`config.mk`:
```
export PLATFORM = sky130hd
export DESIGN_NAME = dpk_ctrl_regs
export DESIGN_NICKNAME = d
export VERILOG_FILES = /design/src/rtl/dpk_pkg.sv /design/src/rtl/dpk_iot_decode.sv /design/src/rtl/dpk_unit_status.sv /design/src/rtl/dpk_launch_fsm.sv /design/src/rtl/dpk_ctrl_regs.sv
export SDC_FILE = /design/constraint.sdc
export NUM_CORES = 1
export LEC_CHECK = 0
export BUFFER_PORTS_ARGS = -buffer_cell sky130_fd_sc_hd__buf_4
export CAP_MARGIN = 30
export CORE_UTILIZATION = 54
export CTS_CLUSTER_SIZE = 20
export DETAILED_ROUTE_END_ITERATION = 16
export GPL_TIMING_DRIVEN = 0
export MAX_ROUTING_LAYER = met4
export PLACE_DENSITY = 0.8
export SYNTH_ARGS = -nofsm -noshare
export SYNTH_HDL_FRONTEND = slang
export SYNTH_SLANG_ARGS = --single-unit
```
`constraint.sdc`:
```
create_clock -name clk -period 3 [get_ports clk]
set_clock_uncertainty 0.1 [all_clocks]
set_input_delay 0.6 -clock clk [delete_from_list [all_inputs] [get_ports clk]]
set_output_delay 0.6 -clock clk [all_outputs]
set_load 0.03 [all_outputs]
```
`src/rtl/dpk_pkg.sv`:
```
package dpk_pkg;
    parameter int WORD_W = 18;
    parameter int NUNITS = 8;
    parameter int UNIT_W = $clog2(NUNITS);
    parameter int FUNC_W = 3;

    // status A bit positions
    parameter int A_UNIT_MSB = WORD_W - 1;
    parameter int A_FUNC_MSB = A_UNIT_MSB - UNIT_W;
    parameter int A_IE_DONE  = 11;
    parameter int A_IE_ATTN  = 10;
    parameter int A_GO       = 9;
    parameter int A_SW_LSB   = 9;
    parameter int A_WLE      = 8;
    parameter int A_BADCYL   = 7;
    parameter int A_BADSURF  = 6;
    parameter int A_BADSECT  = 5;
    parameter int A_NOHDR    = 4;
    parameter int A_SELWL    = 3;
    parameter int A_SELSI    = 2;
    parameter int A_DONE     = 1;
    parameter int A_ERR      = 0;

    // status B bit positions
    parameter int B_ATT0     = WORD_W - 1;
    parameter int B_ATT_LSB  = B_ATT0 - NUNITS + 1;
    parameter int B_UNSAFE   = 9;
    parameter int B_PGM      = 8;
    parameter int B_XERR_LSB = 2;
    parameter int B_SEEKING  = 1;
    parameter int B_NOTRDY   = 0;

    // disk address fields
    parameter int DA_SECT_LSB = 0;
    parameter int DA_SECT_W   = 4;
    parameter int DA_SURF_LSB = 5;
    parameter int DA_SURF_W   = 5;
    parameter int DA_CYL_LSB  = 10;
    parameter int DA_CYL_W    = 8;

    typedef enum logic [2:0] {
        LD_NONE, LD_DADDR, LD_CLRST, LD_MADDR, LD_WCNT, LD_FUNC
    } load_e;

    typedef enum logic [1:0] {
        FM_CLEAR, FM_ANDZ, FM_ORONE, FM_FULL
    } fmode_e;

    typedef enum logic [2:0] {
        RD_NONE, RD_ZERO, RD_STA, RD_STB, RD_DADDR, RD_MADDR, RD_WCNT
    } rdsel_e;

    typedef enum logic [2:0] {
        SK_NONE, SK_ANY, SK_ATTN, SK_DONE, SK_ERR, SK_ALWAYS
    } skip_e;

    typedef enum logic [1:0] {
        LS_IDLE, LS_LAUNCH, LS_RUN
    } lstate_e;
endpackage

```
`src/rtl/dpk_iot_decode.sv`:
```
module dpk_iot_decode
    import dpk_pkg::*;
(
    input  logic       valid,
    input  logic       dev,
    input  logic [5:0] pulse,
    output load_e      ld,
    output fmode_e     fm,
    output rdsel_e     rd,
    output skip_e      sk
);
    logic [1:0] sub;
    assign sub = pulse[5:4];

    always_comb begin
        ld = LD_NONE;
        fm = FM_CLEAR;
        rd = RD_NONE;
        sk = SK_NONE;
        if (valid) begin
            if (!dev) begin
                if (pulse[0]) begin
                    unique case (sub)
                        2'd0: sk = SK_ANY;
                        2'd1: sk = SK_ATTN;
                        2'd2: sk = SK_DONE;
                        default: sk = SK_ERR;
                    endcase
                end
                if (pulse[1]) begin
                    unique case (sub)
                        2'd0: rd = RD_STA;
                        2'd1: rd = RD_STB;
                        default: rd = RD_NONE;
                    endcase
                end
                if (pulse[2]) begin
                    unique case (sub)
                        2'd0: ld = LD_DADDR;
                        2'd1: ld = LD_CLRST;
                        2'd2: ld = LD_MADDR;
                        default: ld = LD_WCNT;
                    endcase
                end
            end else begin
                if (pulse[0] && sub == 2'd1) sk = SK_ALWAYS;
                if (pulse[1]) begin
                    unique case (sub)
                        2'd0: rd = RD_ZERO;
                        2'd1: rd = RD_DADDR;
                        2'd2: rd = RD_MADDR;
                        default: rd = RD_WCNT;
                    endcase
                end
                if (pulse[2]) begin
                    ld = LD_FUNC;
                    unique case (sub)
                        2'd0: fm = FM_CLEAR;
                        2'd1: fm = FM_ANDZ;
                        2'd2: fm = FM_ORONE;
                        default: fm = FM_FULL;
                    endcase
                end
            end
        end
    end
endmodule

```
`src/rtl/dpk_unit_status.sv`:
```
module dpk_unit_status
    import dpk_pkg::*;
#(
    parameter int N  = NUNITS,
    parameter int UW = $clog2(N)
) (
    input  logic [UW-1:0] sel,
    input  logic [N-1:0]  wlock,
    input  logic [N-1:0]  attached,
    input  logic [N-1:0]  seeking,
    input  logic [N-1:0]  cyl_bad,
    output logic          sel_wlock,
    output logic          sel_seek_inc,
    output logic          sel_unsafe,
    output logic          sel_seeking,
    output logic          sel_not_ready
);
    always_comb begin
        sel_wlock     = wlock[sel];
        sel_seek_inc  = 1'b0;
        sel_unsafe    = 1'b0;
        sel_seeking   = 1'b0;
        sel_not_ready = 1'b0;
        if (!attached[sel]) begin
            sel_unsafe    = 1'b1;
            sel_not_ready = 1'b1;
        end else if (seeking[sel]) begin
            sel_seeking   = 1'b1;
            sel_not_ready = 1'b1;
        end else if (cyl_bad[sel]) begin
            sel_seek_inc  = 1'b1;
        end
    end
endmodule

```
`src/rtl/dpk_launch_fsm.sv`:
```
module dpk_launch_fsm
    import dpk_pkg::*;
(
    input  logic              clk,
    input  logic              rst_n,
    input  logic              launch_req,
    input  logic [UNIT_W-1:0] unit_in,
    input  logic [FUNC_W-1:0] func_in,
    input  logic              busy_in,
    output logic              go_strobe,
    output logic [UNIT_W-1:0] go_unit,
    output logic [FUNC_W-1:0] go_func,
    output logic              in_flight
);
    lstate_e state_q, state_n;

    always_ff @(posedge clk or negedge rst_n) begin
        if (!rst_n) begin
            state_q <= LS_IDLE;
            go_unit <= '0;
            go_func <= '0;
        end else begin
            state_q <= state_n;
            if (state_q == LS_IDLE && launch_req) begin
                go_unit <= unit_in;
                go_func <= func_in;
            end
        end
    end

    always_comb begin
        state_n = state_q;
        unique case (state_q)
            LS_IDLE:   if (launch_req) state_n = LS_LAUNCH;
            LS_LAUNCH: state_n = LS_RUN;
            LS_RUN:    if (!busy_in) state_n = LS_IDLE;
            default:   state_n = LS_IDLE;
        endcase
    end

    always_comb begin
        go_strobe = (state_q == LS_LAUNCH);
        in_flight = (state_q != LS_IDLE);
    end

    p_strobe_single_r11: assert property (@(posedge clk) disable iff (!rst_n)
        go_strobe |=> !go_strobe);
    p_no_launch_after_busy_r11: assert property (@(posedge clk) disable iff (!rst_n)
        busy_in |=> !go_strobe);
endmodule

```
`src/rtl/dpk_ctrl_regs.sv`:
```
module dpk_ctrl_regs
    import dpk_pkg::*;
#(
    parameter int NSECT = 10,
    parameter int NSURF = 20,
    parameter int NCYL  = 203
) (
    input  logic              clk,
    input  logic              rst_n,
    input  logic              iot_valid,
    input  logic              iot_dev,
    input  logic [5:0]        iot_pulse,
    input  logic [WORD_W-1:0] ac_in,
    output logic [WORD_W-1:0] ac_out,
    output logic              skip,
    input  logic [NUNITS-1:0] unit_wlock,
    input  logic [NUNITS-1:0] unit_attached,
    input  logic [NUNITS-1:0] unit_seeking,
    input  logic [NUNITS-1:0] unit_cyl_bad,
    input  logic              busy,
    input  logic [WORD_W-1:0] post_a,
    input  logic [WORD_W-1:0] post_b,
    output logic              go_strobe,
    output logic [UNIT_W-1:0] go_unit,
    output logic [FUNC_W-1:0] go_func,
    output logic              irq
);
    localparam logic [WORD_W-1:0] POST_A_MASK = 18'o000762;
    localparam logic [WORD_W-1:0] POST_B_MASK = 18'o777774;
    localparam int SW_W = WORD_W - A_SW_LSB;

    load_e  ld;
    fmode_e fm;
    rdsel_e rd;
    skip_e  sk;

    logic [WORD_W-1:0] sta_q, sta_n, stb_q, stb_n;
    logic [WORD_W-1:0] da_q, da_n, ma_q, ma_n, wc_q, wc_n;
    logic [WORD_W-1:0] sta_view, stb_view, rd_val;
    logic sel_wlock, sel_seek_inc, sel_unsafe, sel_seeking, sel_not_ready;
    logic in_flight, eff_busy, load_ok, load_blk, launch_req;
    logic err_sum, attn_any;
    logic [SW_W-1:0]   sw_new;
    logic [UNIT_W-1:0] new_unit;
    logic [FUNC_W-1:0] new_func;

    dpk_iot_decode u_dec (
        .valid (iot_valid),
        .dev   (iot_dev),
        .pulse (iot_pulse),
        .ld    (ld),
        .fm    (fm),
        .rd    (rd),
        .sk    (sk)
    );

    dpk_unit_status #(.N(NUNITS), .UW(UNIT_W)) u_ust (
        .sel           (sta_q[A_UNIT_MSB -: UNIT_W]),
        .wlock         (unit_wlock),
        .attached      (unit_attached),
        .seeking       (unit_seeking),
        .cyl_bad       (unit_cyl_bad),
        .sel_wlock     (sel_wlock),
        .sel_seek_inc  (sel_seek_inc),
        .sel_unsafe    (sel_unsafe),
        .sel_seeking   (sel_seeking),
        .sel_not_ready (sel_not_ready)
    );

    dpk_launch_fsm u_fsm (
        .clk        (clk),
        .rst_n      (rst_n),
        .launch_req (launch_req),
        .unit_in    (new_unit),
        .func_in    (new_func),
        .busy_in    (busy),
        .go_strobe  (go_strobe),
        .go_unit    (go_unit),
        .go_func    (go_func),
        .in_flight  (in_flight)
    );

    assign eff_busy = busy | in_flight;
    assign load_ok  = (ld != LD_NONE) && !eff_busy;
    assign load_blk = (ld != LD_NONE) && eff_busy;

    // live views of the two status words
    always_comb begin
        attn_any = |stb_q[B_ATT0:B_ATT_LSB];
        err_sum  = (|sta_q[A_WLE:A_NOHDR]) | sel_seek_inc
                 | (|stb_q[B_UNSAFE:B_XERR_LSB]) | sel_unsafe;
        sta_view = sta_q;
        sta_view[A_SELWL] = sel_wlock;
        sta_view[A_SELSI] = sel_seek_inc;
        sta_view[A_ERR]   = err_sum;
        stb_view = stb_q;
        stb_view[B_UNSAFE]  = stb_q[B_UNSAFE] | sel_unsafe;
        stb_view[B_SEEKING] = sel_seeking;
        stb_view[B_NOTRDY]  = sel_not_ready;
        irq = ((sta_q[A_DONE] | err_sum) & sta_q[A_IE_DONE])
            | (attn_any & sta_q[A_IE_ATTN]);
    end

    always_comb begin
        unique case (rd)
            RD_STA:   rd_val = sta_view;
            RD_STB:   rd_val = stb_view;
            RD_DADDR: rd_val = da_q;
            RD_MADDR: rd_val = ma_q;
            RD_WCNT:  rd_val = wc_q;
            default:  rd_val = '0;
        endcase
        ac_out = ac_in | rd_val;
        unique case (sk)
            SK_ANY:    skip = sta_q[A_DONE] | err_sum | attn_any;
            SK_ATTN:   skip = attn_any;
            SK_DONE:   skip = sta_q[A_DONE];
            SK_ERR:    skip = err_sum;
            SK_ALWAYS: skip = 1'b1;
            default:   skip = 1'b0;
        endcase
    end

    // function field update
    always_comb begin
        unique case (fm)
            FM_CLEAR: sw_new = '0;
            FM_ANDZ:  sw_new = sta_q[WORD_W-1:A_SW_LSB] & ac_in[WORD_W-1:A_SW_LSB];
            FM_ORONE: sw_new = sta_q[WORD_W-1:A_SW_LSB] | ac_in[WORD_W-1:A_SW_LSB];
            default:  sw_new = ac_in[WORD_W-1:A_SW_LSB];
        endcase
        new_unit   = sw_new[SW_W-1 -: UNIT_W];
        new_func   = sw_new[SW_W-1-UNIT_W -: FUNC_W];
        launch_req = load_ok && (ld == LD_FUNC)
                   && sw_new[A_GO-A_SW_LSB] && !unit_seeking[new_unit];
    end

    // register next state
    always_comb begin
        sta_n = sta_q;
        stb_n = stb_q;
        da_n  = da_q;
        ma_n  = ma_q;
        wc_n  = wc_q;
        if (load_blk) stb_n[B_PGM] = 1'b1;
        if (load_ok) begin
            unique case (ld)
                LD_DADDR: begin
                    da_n = ac_in;
                    if (int'(ac_in[DA_SECT_LSB +: DA_SECT_W]) >= NSECT) sta_n[A_BADSECT] = 1'b1;
                    if (int'(ac_in[DA_SURF_LSB +: DA_SURF_W]) >= NSURF) sta_n[A_BADSURF] = 1'b1;
                    if (int'(ac_in[DA_CYL_LSB +: DA_CYL_W]) >= NCYL)    sta_n[A_BADCYL]  = 1'b1;
                end
                LD_CLRST: begin
                    sta_n[A_NOHDR] = 1'b0;
                    sta_n[A_DONE]  = 1'b0;
                    stb_n[B_PGM:B_XERR_LSB] = '0;
                end
                LD_MADDR: ma_n = ac_in;
                LD_WCNT:  wc_n = ac_in;
                LD_FUNC: begin
                    sta_n[WORD_W-1:A_SW_LSB] = sw_new;
                    sta_n[A_DONE] = 1'b0;
                    if (launch_req) begin
                        sta_n[A_NOHDR] = 1'b0;
                        stb_n[B_PGM:B_XERR_LSB] = '0;
                        stb_n[B_ATT0 - int'(new_unit)] = 1'b0;
                    end
                end
                default: ;
            endcase
        end
        sta_n = sta_n | (post_a & POST_A_MASK);
        stb_n = stb_n | (post_b & POST_B_MASK);
    end

    always_ff @(posedge clk or negedge rst_n) begin
        if (!rst_n) begin
            sta_q <= '0;
            stb_q <= '0;
            da_q  <= '0;
            ma_q  <= '0;
            wc_q  <= '0;
        end else begin
            sta_q <= sta_n;
            stb_q <= stb_n;
            da_q  <= da_n;
            ma_q  <= ma_n;
            wc_q  <= wc_n;
        end
    end

    p_blocked_load_keeps_da_r6: assert property (@(posedge clk) disable iff (!rst_n)
        load_blk |=> $stable(da_q));
    p_blocked_load_flags_pgm_r6: assert property (@(posedge clk) disable iff (!rst_n)
        load_blk |=> stb_q[B_PGM]);
    p_func_load_drops_done_r5: assert property (@(posedge clk) disable iff (!rst_n)
        (load_ok && ld == LD_FUNC && !post_a[A_DONE]) |=> !sta_q[A_DONE]);
    p_clear_status_r7: assert property (@(posedge clk) disable iff (!rst_n)
        (load_ok && ld == LD_CLRST && !post_a[A_NOHDR] && !post_b[B_PGM])
        |=> (!sta_q[A_NOHDR] && !stb_q[B_PGM]));
endmodule

```
==> impl.org, run 1 <==
** Clock network
- # H-tree levels :: 3
- Hold bufs inserted after CTS :: 0
- Clock latency of the later-clocked register in the worst-skew pair :: 380 ps
- The tree is rooted in a sky130_fd_sc_hd__clkbuf_8.
- Clk sinks :: 93
- Number of buffers inserted during clock tree synthesis :: 9
- Counting along the longest clock path gives a buffer depth of 2.
- After clock tree synthesis, the clock-pin slew on the worst setup and hold paths is 100 ps.
- TritonCTS clock tree :: built

** GRT
- Number of antenna violations at the first check in global routing :: 0
- Grt met3 use :: 6.48%
- Met1 Resource Use GR :: 40.6%
- Vias in the first global route :: 4715
- Global routing consumed, over all layers together, 32.1% of the routing resources.
- Total congestion overflow :: 0
- Global-route wire length before repair :: 23.8 mm
- The global routing stage identified its most utilized layer as met2.
- Entering global routing, the biggest net connects 64 pins.
- Global routing usage on met2 :: 51.4%

** Worst setup path
- Setup Crit Path Kind :: flip-flop to output pin
- Standard cell with the maximum stage delay on the critical path :: sky130_fd_sc_hd__mux4_2
- The worst setup path is launched from a flip-flop.
- On the worst path, the slowest cell contributes a delay of 570 ps.
- Tracing the worst setup path back leads to its startpoint at sta_q[15]$_DFFE_PN0N_.
- Data on the critical path arrives at its endpoint at 2470 ps.
- Critical register-to-register path startpoint :: u_fsm.state_q[1]$_DFFE_PN0P_
- Along the worst path, the maximum fanout reaches 5.
- Buffers plus inverters on the worst setup path :: 2
- Across all register-to-register paths, the minimum setup slack is 420 ps.
- Traced cell by cell, the critical path runs through buf_8 -> mux4_2 -> nor3b_4 -> a31oi_4 -> nand3_4 -> nand3b_1 -> a31oi_2 -> buf_6.
- The worst setup path is captured at an output pin.
- Required time reported for the critical path endpoint :: 2300 ps
- Kind of cell adding the most delay to the critical path :: multiplexers

** Final layout
- Storage element area :: 2330 µm²
- The library cell used most frequently in the layout, excluding fill and tap cells, is sky130_fd_sc_hd__buf_4.
- Once layout is done, the placed cells without fillers occupy 6800 µm².
- Most used cells in the layout excluding fill and tap cells :: sky130_fd_sc_hd__buf_4, sky130_fd_sc_hd__dfrtp_1, sky130_fd_sc_hd__mux2_2
- N_diodes :: 0
- Filler cell count in the final layout :: 692
- Fraction of final layout cells sized beyond drive strength 1 :: 45.9%
- At the end of the flow, the number of nets in the layout was 708.
- Multi-input logic area :: 2890 µm²
- Syn-to-layout area delta :: 30.7%

** Routing
- For this block, the initial DRC count from the detailed router was 336.
- For this block, the routed nets add up to 15.1 mm of wire.
- In the routed design, unresolved DRC markers number 0.
- Post-DR wirelength/cell :: 20.5 µm
- The detailed router placed 4607 vias in this run.
- Dividing the detail-routed via count by the number of cells gives 6.23.
- The count of nets left with antenna violations once routing finished came out at 0.
- For this run, the detailed router's first-pass iteration total came to 5.

** Min path
- Classification of the worst-slack hold path :: input port to async pin

** Placement
- Number of port buffers :: 106
- The congestion estimate from routability-driven global placement came to 0.982.
- Once placement finished, the instance area stood at 6220 µm².
- HPWL after detailed placement :: 10.7 mm

** Floorplanning
- The floorplan step set the die height to 100 µm.
- 124 I/O pins were placed.
- Once the floorplan was initialized, standard cells occupied 56.1% of the core.
- Area inside the core boundary :: 9280 µm²
- In this run the core area contains 35 standard-cell rows.
- Die area :: 10000 µm²
- Die X :: 100 µm

** Logic synthesis
- Number of distinct library cells after synthesis :: 57
- Dominant cells by area after synthesis :: sky130_fd_sc_hd__dfrtp_1, sky130_fd_sc_hd__mux2_2, sky130_fd_sc_hd__mux2i_1
- Average footprint of a synthesized cell :: 11.0 µm²
- Netlist area before placement :: 5210 µm²
- Mapped Nets :: 576
- Of all cell types, the one taking the most synthesized area is sky130_fd_sc_hd__dfrtp_1.
- Most used flip-flop cell after synthesis :: sky130_fd_sc_hd__dfrtp_1
- Number of storage elements in the synthesis netlist :: 93
- Warnings from Yosys :: 0
- Sequential cells were found to cover 44.7% of the synthesized design area.
- In this run, synthesis inferred 0 flip-flops with an integrated enable.
- After synthesis, the share of flip-flops with an asynchronous set or reset is 100%.
- The synthesized design devotes to its leading area cell type 44.7% of total area.
- Synthesis produced a netlist whose cell count is 473.

** STA
- Fmax :: 0.315 GHz
- After layout, the minimum clock period comes to 3170 ps.
- Final hold violation count :: 0
- The final number of max-transition violations was 0.
- The worst pin sits at a relative slew slack of 49.9%.
- Dividing the final minimum period by the clock period gives 106%.
- Setup repair after global routing could not meet its margin everywhere.
- Once routing completed, OpenROAD measured the worst setup slack at -175 ps.
- At the pin with the least slew margin, the transition time is 748 ps.
- Setup violations remaining at the end of the flow were counted as 5.

** Power
- After layout, the design draws a total of 2890 µW.
- Maximum vdd drop :: 0.000274 V
- In this run the static leakage power is 0.00294 µW.
- Power per cell area :: 425 nW/µm²

** Outcome
- Run status :: finished, violations left
- The checks that failed: setup timing.

** Flow run
- Max-cap violations in this run came to 0.
Yosys cell counts (2+ instances only):
| master | count |
|---|---|
| sky130_fd_sc_hd__nor2_1 | 15 |
| sky130_fd_sc_hd__mux2_4 | 4 |
| sky130_fd_sc_hd__o2111a_1 | 2 |
| sky130_fd_sc_hd__and3_1 | 6 |
| sky130_fd_sc_hd__o41ai_1 | 5 |
| sky130_fd_sc_hd__nand3_1 | 9 |
| sky130_fd_sc_hd__inv_1 | 10 |
| sky130_fd_sc_hd__nor2b_1 | 3 |
| sky130_fd_sc_hd__nand2b_1 | 10 |
| sky130_fd_sc_hd__a31oi_1 | 5 |
| sky130_fd_sc_hd__o21ai_0 | 20 |
| sky130_fd_sc_hd__buf_2 | 10 |
| sky130_fd_sc_hd__nor4_1 | 11 |
| sky130_fd_sc_hd__a21o_1 | 2 |
| sky130_fd_sc_hd__a221o_1 | 14 |
| sky130_fd_sc_hd__nor3_1 | 4 |
| sky130_fd_sc_hd__o211ai_1 | 4 |
| sky130_fd_sc_hd__ha_1 | 6 |
| sky130_fd_sc_hd__dfrtp_1 | 93 |
| sky130_fd_sc_hd__nand3b_1 | 3 |
| sky130_fd_sc_hd__nand4bb_1 | 2 |
| sky130_fd_sc_hd__a211o_1 | 3 |
| sky130_fd_sc_hd__or3_1 | 5 |
| sky130_fd_sc_hd__mux2_2 | 58 |
| sky130_fd_sc_hd__o21a_1 | 3 |
| sky130_fd_sc_hd__o21ai_2 | 9 |
| sky130_fd_sc_hd__o221a_2 | 2 |
| sky130_fd_sc_hd__o21ai_1 | 3 |
| sky130_fd_sc_hd__buf_6 | 3 |
| sky130_fd_sc_hd__or2_2 | 3 |
| sky130_fd_sc_hd__clkbuf_1 | 12 |
| sky130_fd_sc_hd__mux4_2 | 8 |
| sky130_fd_sc_hd__a21oi_1 | 36 |
| sky130_fd_sc_hd__a221oi_1 | 4 |
| sky130_fd_sc_hd__nand2_1 | 44 |
| sky130_fd_sc_hd__mux2i_1 | 20 |
| sky130_fd_sc_hd__o221ai_1 | 2 |
layout make-up:
cell class | instances | area share [%]
multi-input combinational | 343 | 42.4
inverter | 10 | 0.625
buffer | 25 | 2.85
clock buffer | 10 | 2.02
sequential | 93 | 34.2
timing repair buffer | 123 | 14.7
clock inverter | 6 | 0.809
tap | 129 | 2.37
cells by family after synthesis:
| kind of cell | after synthesis | synth area share (%) |
|---|---|---|
| flops | 93 | 44.7 |
| compound gates | 125 | 17.3 |
| mux | 90 | 21.0 |
| simple gates | 122 | 12.2 |
| fa+ha+maj | 6 | 1.44 |
| buf+inv | 37 | 3.36 |
where the power goes:
part | switching (µW) | internal, µW | total [µW]
clock network | 499 | 340 | 839
registers | 74.2 | 1390 | 1460
logic | 282 | 310 | 592
total | 855 | 2040 | 2890
per-layer routing:
metal  part of all wire (%)  up-vias
met5                      0        -
met4                    2.8        0
met3                    7.6       55
met2                     48      218
met1                     41     2281
li1                       -     2053
registers in the layout (all words and copies together), names as in the netlist:
name / cells
sta_q: 15
u_fsm.go_unit: 3
da_q: 18
u_fsm.state_q: 2
stb_q: 16
wc_q: 18
ma_q: 18
u_fsm.go_func: 3
through the flow:
stage	TNS, ps	hold slack [ps]	utilization, %	instances	setup WS, ps
floorplan	-55.1	204	-	473	-55.1
global placement	-9650	371	66.7	708	-677
detailed placement	-11250	386	67.0	709	-720
CTS	-470	78.7	71.1	730	-178
global route	-825	80.1	73.3	739	-249
finish	-386	54.3	73.3	739	-175
final timing paths:
check                      depth (start not counted)                            to
setup / recovery                                   8                          skip
hold / removal                                     1  u_fsm.state_q[1]$_DFFE_PN0P_
setup reg to reg                                   6           stb_q[10]$_DFF_PN0_
hold reg to reg                                    1           da_q[1]$_DFFE_PN0P_
max in group asynchronous                          2          wc_q[13]$_DFFE_PN0P_
min in group clk                                   2            sta_q[1]$_DFF_PN0_
repair_timing:
action	in CTS	in global routing
resized for setup	38	34
hold endpoints to repair	0	0
setup endpoints to repair	20	17
gates cloned	1	1
pin swaps	5	12
buffers inserted	6	8
Note: power is estimated with default switching activity, not from simulation.
==> run 2: changes to the inputs <==
--- a/config.mk
+++ b/config.mk
@@ -7,12 +7,12 @@
 export LEC_CHECK = 0
 export BUFFER_PORTS_ARGS = -buffer_cell sky130_fd_sc_hd__buf_4
 export CAP_MARGIN = 30
-export CORE_UTILIZATION = 54
+export CORE_UTILIZATION = 49
 export CTS_CLUSTER_SIZE = 20
 export DETAILED_ROUTE_END_ITERATION = 16
 export GPL_TIMING_DRIVEN = 0
 export MAX_ROUTING_LAYER = met4
-export PLACE_DENSITY = 0.8
+export PLACE_DENSITY = 0.77
 export SYNTH_ARGS = -nofsm -noshare
 export SYNTH_HDL_FRONTEND = slang
 export SYNTH_SLANG_ARGS = --single-unit
==> constraint.sdc (replaced) <==
create_clock -name clk -period 2.7 [get_ports clk]
set_clock_uncertainty 0.1 [all_clocks]
set_input_delay 0.54 -clock clk [delete_from_list [all_inputs] [get_ports clk]]
set_output_delay 0.54 -clock clk [all_outputs]
set_load 0.005 [all_outputs]
==> run 2 against run 1 <==
The flow still finishes with violations (setup timing). Routed wire length is 1.8% higher. Count of clock-buffer cells in the layout is 1 lower. Utilization is 5.6 points lower. Via count down 0.13%. Critical path depth fell by 1. First-iteration DRC count is 6.5% higher.
==> impl.org, run 2 (synthesis gave the netlist of run 1 again) <==
** Worst setup path
- The arrival time at the worst endpoint was 2370 ps (-100 ps).
- The critical path starts at sta_q[15]$_DFFE_PN0N_.
- Worst Reg-to-Reg Cells :: 7 (+1)
- Critical register-to-register path startpoint :: sta_q[15]$_DFFE_PN0N_
- Endpoint type of the worst setup path :: output pin
- STA classifies the critical path startpoint as a flip-flop.
- The highest net fanout along the worst path came to 4 (-1).
- Setup Crit Path Kind :: flip-flop to output pin
- Required time reported for the critical path endpoint :: 2060 ps (-240 ps)

** Final layout
- Cell Count, Final, Fillers Out :: 750 (+1.5%)
- The share of the core filled with cells was 67.7% (-5.6 points).
- Relative to the synthesized area, the layout overhead comes to 34.1%.
- Leaving out fill and tap cells, the most frequent cell in the layout is sky130_fd_sc_hd__buf_4.
- Filler cell count in the final layout :: 793 (+15%)
- Number of nets in the layout :: 712 (+0.56%)
- N_diodes :: 0 (unchanged)
- Top flop regs :: da_q x18, ma_q x18, wc_q x18
- The post-route cell area came to 6990 µm² (+2.7%).
- In the layout the commonest cells are sky130_fd_sc_hd__buf_4, sky130_fd_sc_hd__dfrtp_1, sky130_fd_sc_hd__mux2_2.
- The share of post-route cells with drive strength above 1 came to 48.0% (+2.1 points).

** Floorplanning
- Die X :: 105 µm (+4.9%)
- The full die area was 11000 µm² (+10%).
- Boundary pin count :: 124 (unchanged)
- Initial cell density of the core :: 50.4% (-5.6 points)
- The overall die height came to 105 µm (+4.9%).
- Core Rows :: 37 (+5.7%)
- Area inside the core boundary :: 10300 µm² (+11%)

** Outcome
- The checks that failed: setup timing.
- Run status :: finished, violations left

** Routing
- The average routed wire per standard cell is 20.6 µm (+0.35%).
- The total vias in the final route was 4601 (-0.13%).
- The violation count after the first detailed-routing iteration was 358 (+6.5%).
- The post-detailed-routing wire length is 15.4 mm (+1.8%).
- Number of vias per cell :: 6.13 (-1.6%)
- The count of nets left with antenna violations after detail routing was 0 (unchanged).
- The number of search-and-repair iterations in the first detailed-routing pass is 5 (unchanged).
- DRC Markers :: 0 (unchanged)

** STA
- Timing would allow up to 0.332 GHz.
- The final number of max-transition violations was 0 (unchanged).
- Subtracting the final worst setup slack from the clock period gives 3010 ps.
- The remaining max-slew budget at the tightest pin is 48.0% (-1.9 points).
- The smallest hold slack is 70.0 ps (+15.7 ps).
- Count of endpoints failing setup in the final report :: 11 (+6)
- The final hold violation count came to 0 (unchanged).
- Share of the cycle needed by the critical path after routing :: 112%
- Final setup margin :: -313 ps (-139 ps)
- Slew @ Worst Pin :: 776 ps (+28.5 ps)
- RSZ-0062 raised after global routing :: true

** Clock network
- TritonCTS clock tree :: built
- The clock-pin slew on the worst setup and hold paths came to 100 ps (about the same).
- The number of buffers on the longest clock path was 2 (unchanged).
- The clock latency on the worst-skew pair was 360 ps (-20 ps).
- The maximum level of the CTS H-tree is 3 (unchanged).
- The number of sinks handled by clock tree synthesis is 93 (unchanged).
- The number of buffers inserted during clock tree synthesis came to 9 (unchanged).
- Master cell of the clock root buffer :: sky130_fd_sc_hd__clkbuf_8

** Placement
- HPWL after detailed placement :: 10.8 mm (+1.0%)
- Number of port buffers :: 106 (unchanged)
- The final estimated routing congestion in global placement is 0.891 (-9.3%).
- The post-placement cell count is 716 (+0.99%).
- The placed cell area came to 6210 µm² (-0.24%).

** GRT
- The via count of the first global-routing pass came to 4810 (+2.0%).
- Total congestion overflow :: 0 (unchanged)
- The overall fraction of global-route tracks in use was 29.8% (-2.3 points).
- Global-route wire length before repair :: 24.6 mm (+3.2%)
- The maximum number of pins on one net before global-route repair was 51 (-20%).
- Number of antenna violations at the first check in global routing :: 0 (unchanged)

** Power
- The worst ir drop on vdd was 0.000304 V (+11%).
- The internal power of the cells was 2430 µW (+19%).
- The clock group share of total power came to 32.3% (+3.3 points).
- Flop pwr share :: 48.7% (-1.8 points)
- Power per cell area :: 478 nW/µm² (+12%)
- Leakage power :: 0.00302 µW (+3.0%)
- Combinational share of power :: 19.0% (-1.5 points)
- The switching power as a share of total power came to 27.3% (-2.2 points).
- The net load switching power was 913 µW (+6.8%).

** Flow run
- The max capacitance violation total is 0 (unchanged).

** Min path
- The worst hold path belongs to the class input port to async pin.
==> run 2: worst max-delay path, stage by stage, from the launching register on <==
cell                      delay [ps]
sky130_fd_sc_hd__dfrtp_2         400
sky130_fd_sc_hd__buf_8           130
sky130_fd_sc_hd__mux4_2          520
sky130_fd_sc_hd__nor3b_4         180
sky130_fd_sc_hd__a31oi_4         170
sky130_fd_sc_hd__nand3_2         130
sky130_fd_sc_hd__a221o_1         340
sky130_fd_sc_hd__buf_4           140
==> run 2: layer usage <==
layer	wire [µm]	share of wire [%]	GRT usage, %	up-vias
met2	7820	51	48.8	204
li1	-	-	-	2061
met4	267	1.7	9.96	0
met1	6440	42	37.5	2308
met3	904	5.9	5.18	28
met5	0	0	-	-
==> run 2: timing repair <==
item	CTS	global route
setup buffers	18	3
pin swaps	9	8
gates resized for setup	79	25
gates cloned	1	0
hold buffers	0	0
setup endpoints to repair	20	40
endpoints found under the hold margin	0	0
==> run 2: metrics by stage <==
stage	worst slack, ps	total power (µW)	setup TNS [ps]
floorplan	21.4	1940	0
global placement	-842	2170	-16590
detailed placement	-971	2210	-19880
finish	-313	3340	-1730
CTS	-280	3320	-1560
global route	-337	3480	-2260
==> run 2: path summary, 6_finish.rpt <==
path                                           endpoint  slack (ps)
setup / recovery                              ac_out[0]        -310
hold / removal                      ma_q[0]$_DFFE_PN0P_          70
setup reg to reg           u_fsm.go_func[0]$_DFFE_PN0P_          60
hold reg to reg                    da_q[15]$_DFFE_PN0P_         410
max in group asynchronous          da_q[16]$_DFFE_PN0P_        1780
min in group clk                     stb_q[6]$_DFF_PN0_         250
==> run 2: cell type report <==
type | count | area, µm² | share of cell area (%)
sequential | 93 | 2330 | 33.3
buffer | 24 | 208 | 2.97
clock buffer | 9 | 124 | 1.77
tap | 136 | 170 | 2.44
multi-input combinational | 343 | 2960 | 42.4
inverter | 10 | 46.3 | 0.663
clock inverter | 7 | 103 | 1.47
timing repair buffer | 128 | 1040 | 14.9
==> run 2: power groups by stage <==
stage                     registers [µW]  logic, µW  clock network, µW
after floorplan                     1620        320                  0
after global placement              1640        535                  0
after detailed placement            1650        558                  0
after CTS                           1620        617               1080
after global routing                1640        683               1150
final                               1630        635               1080
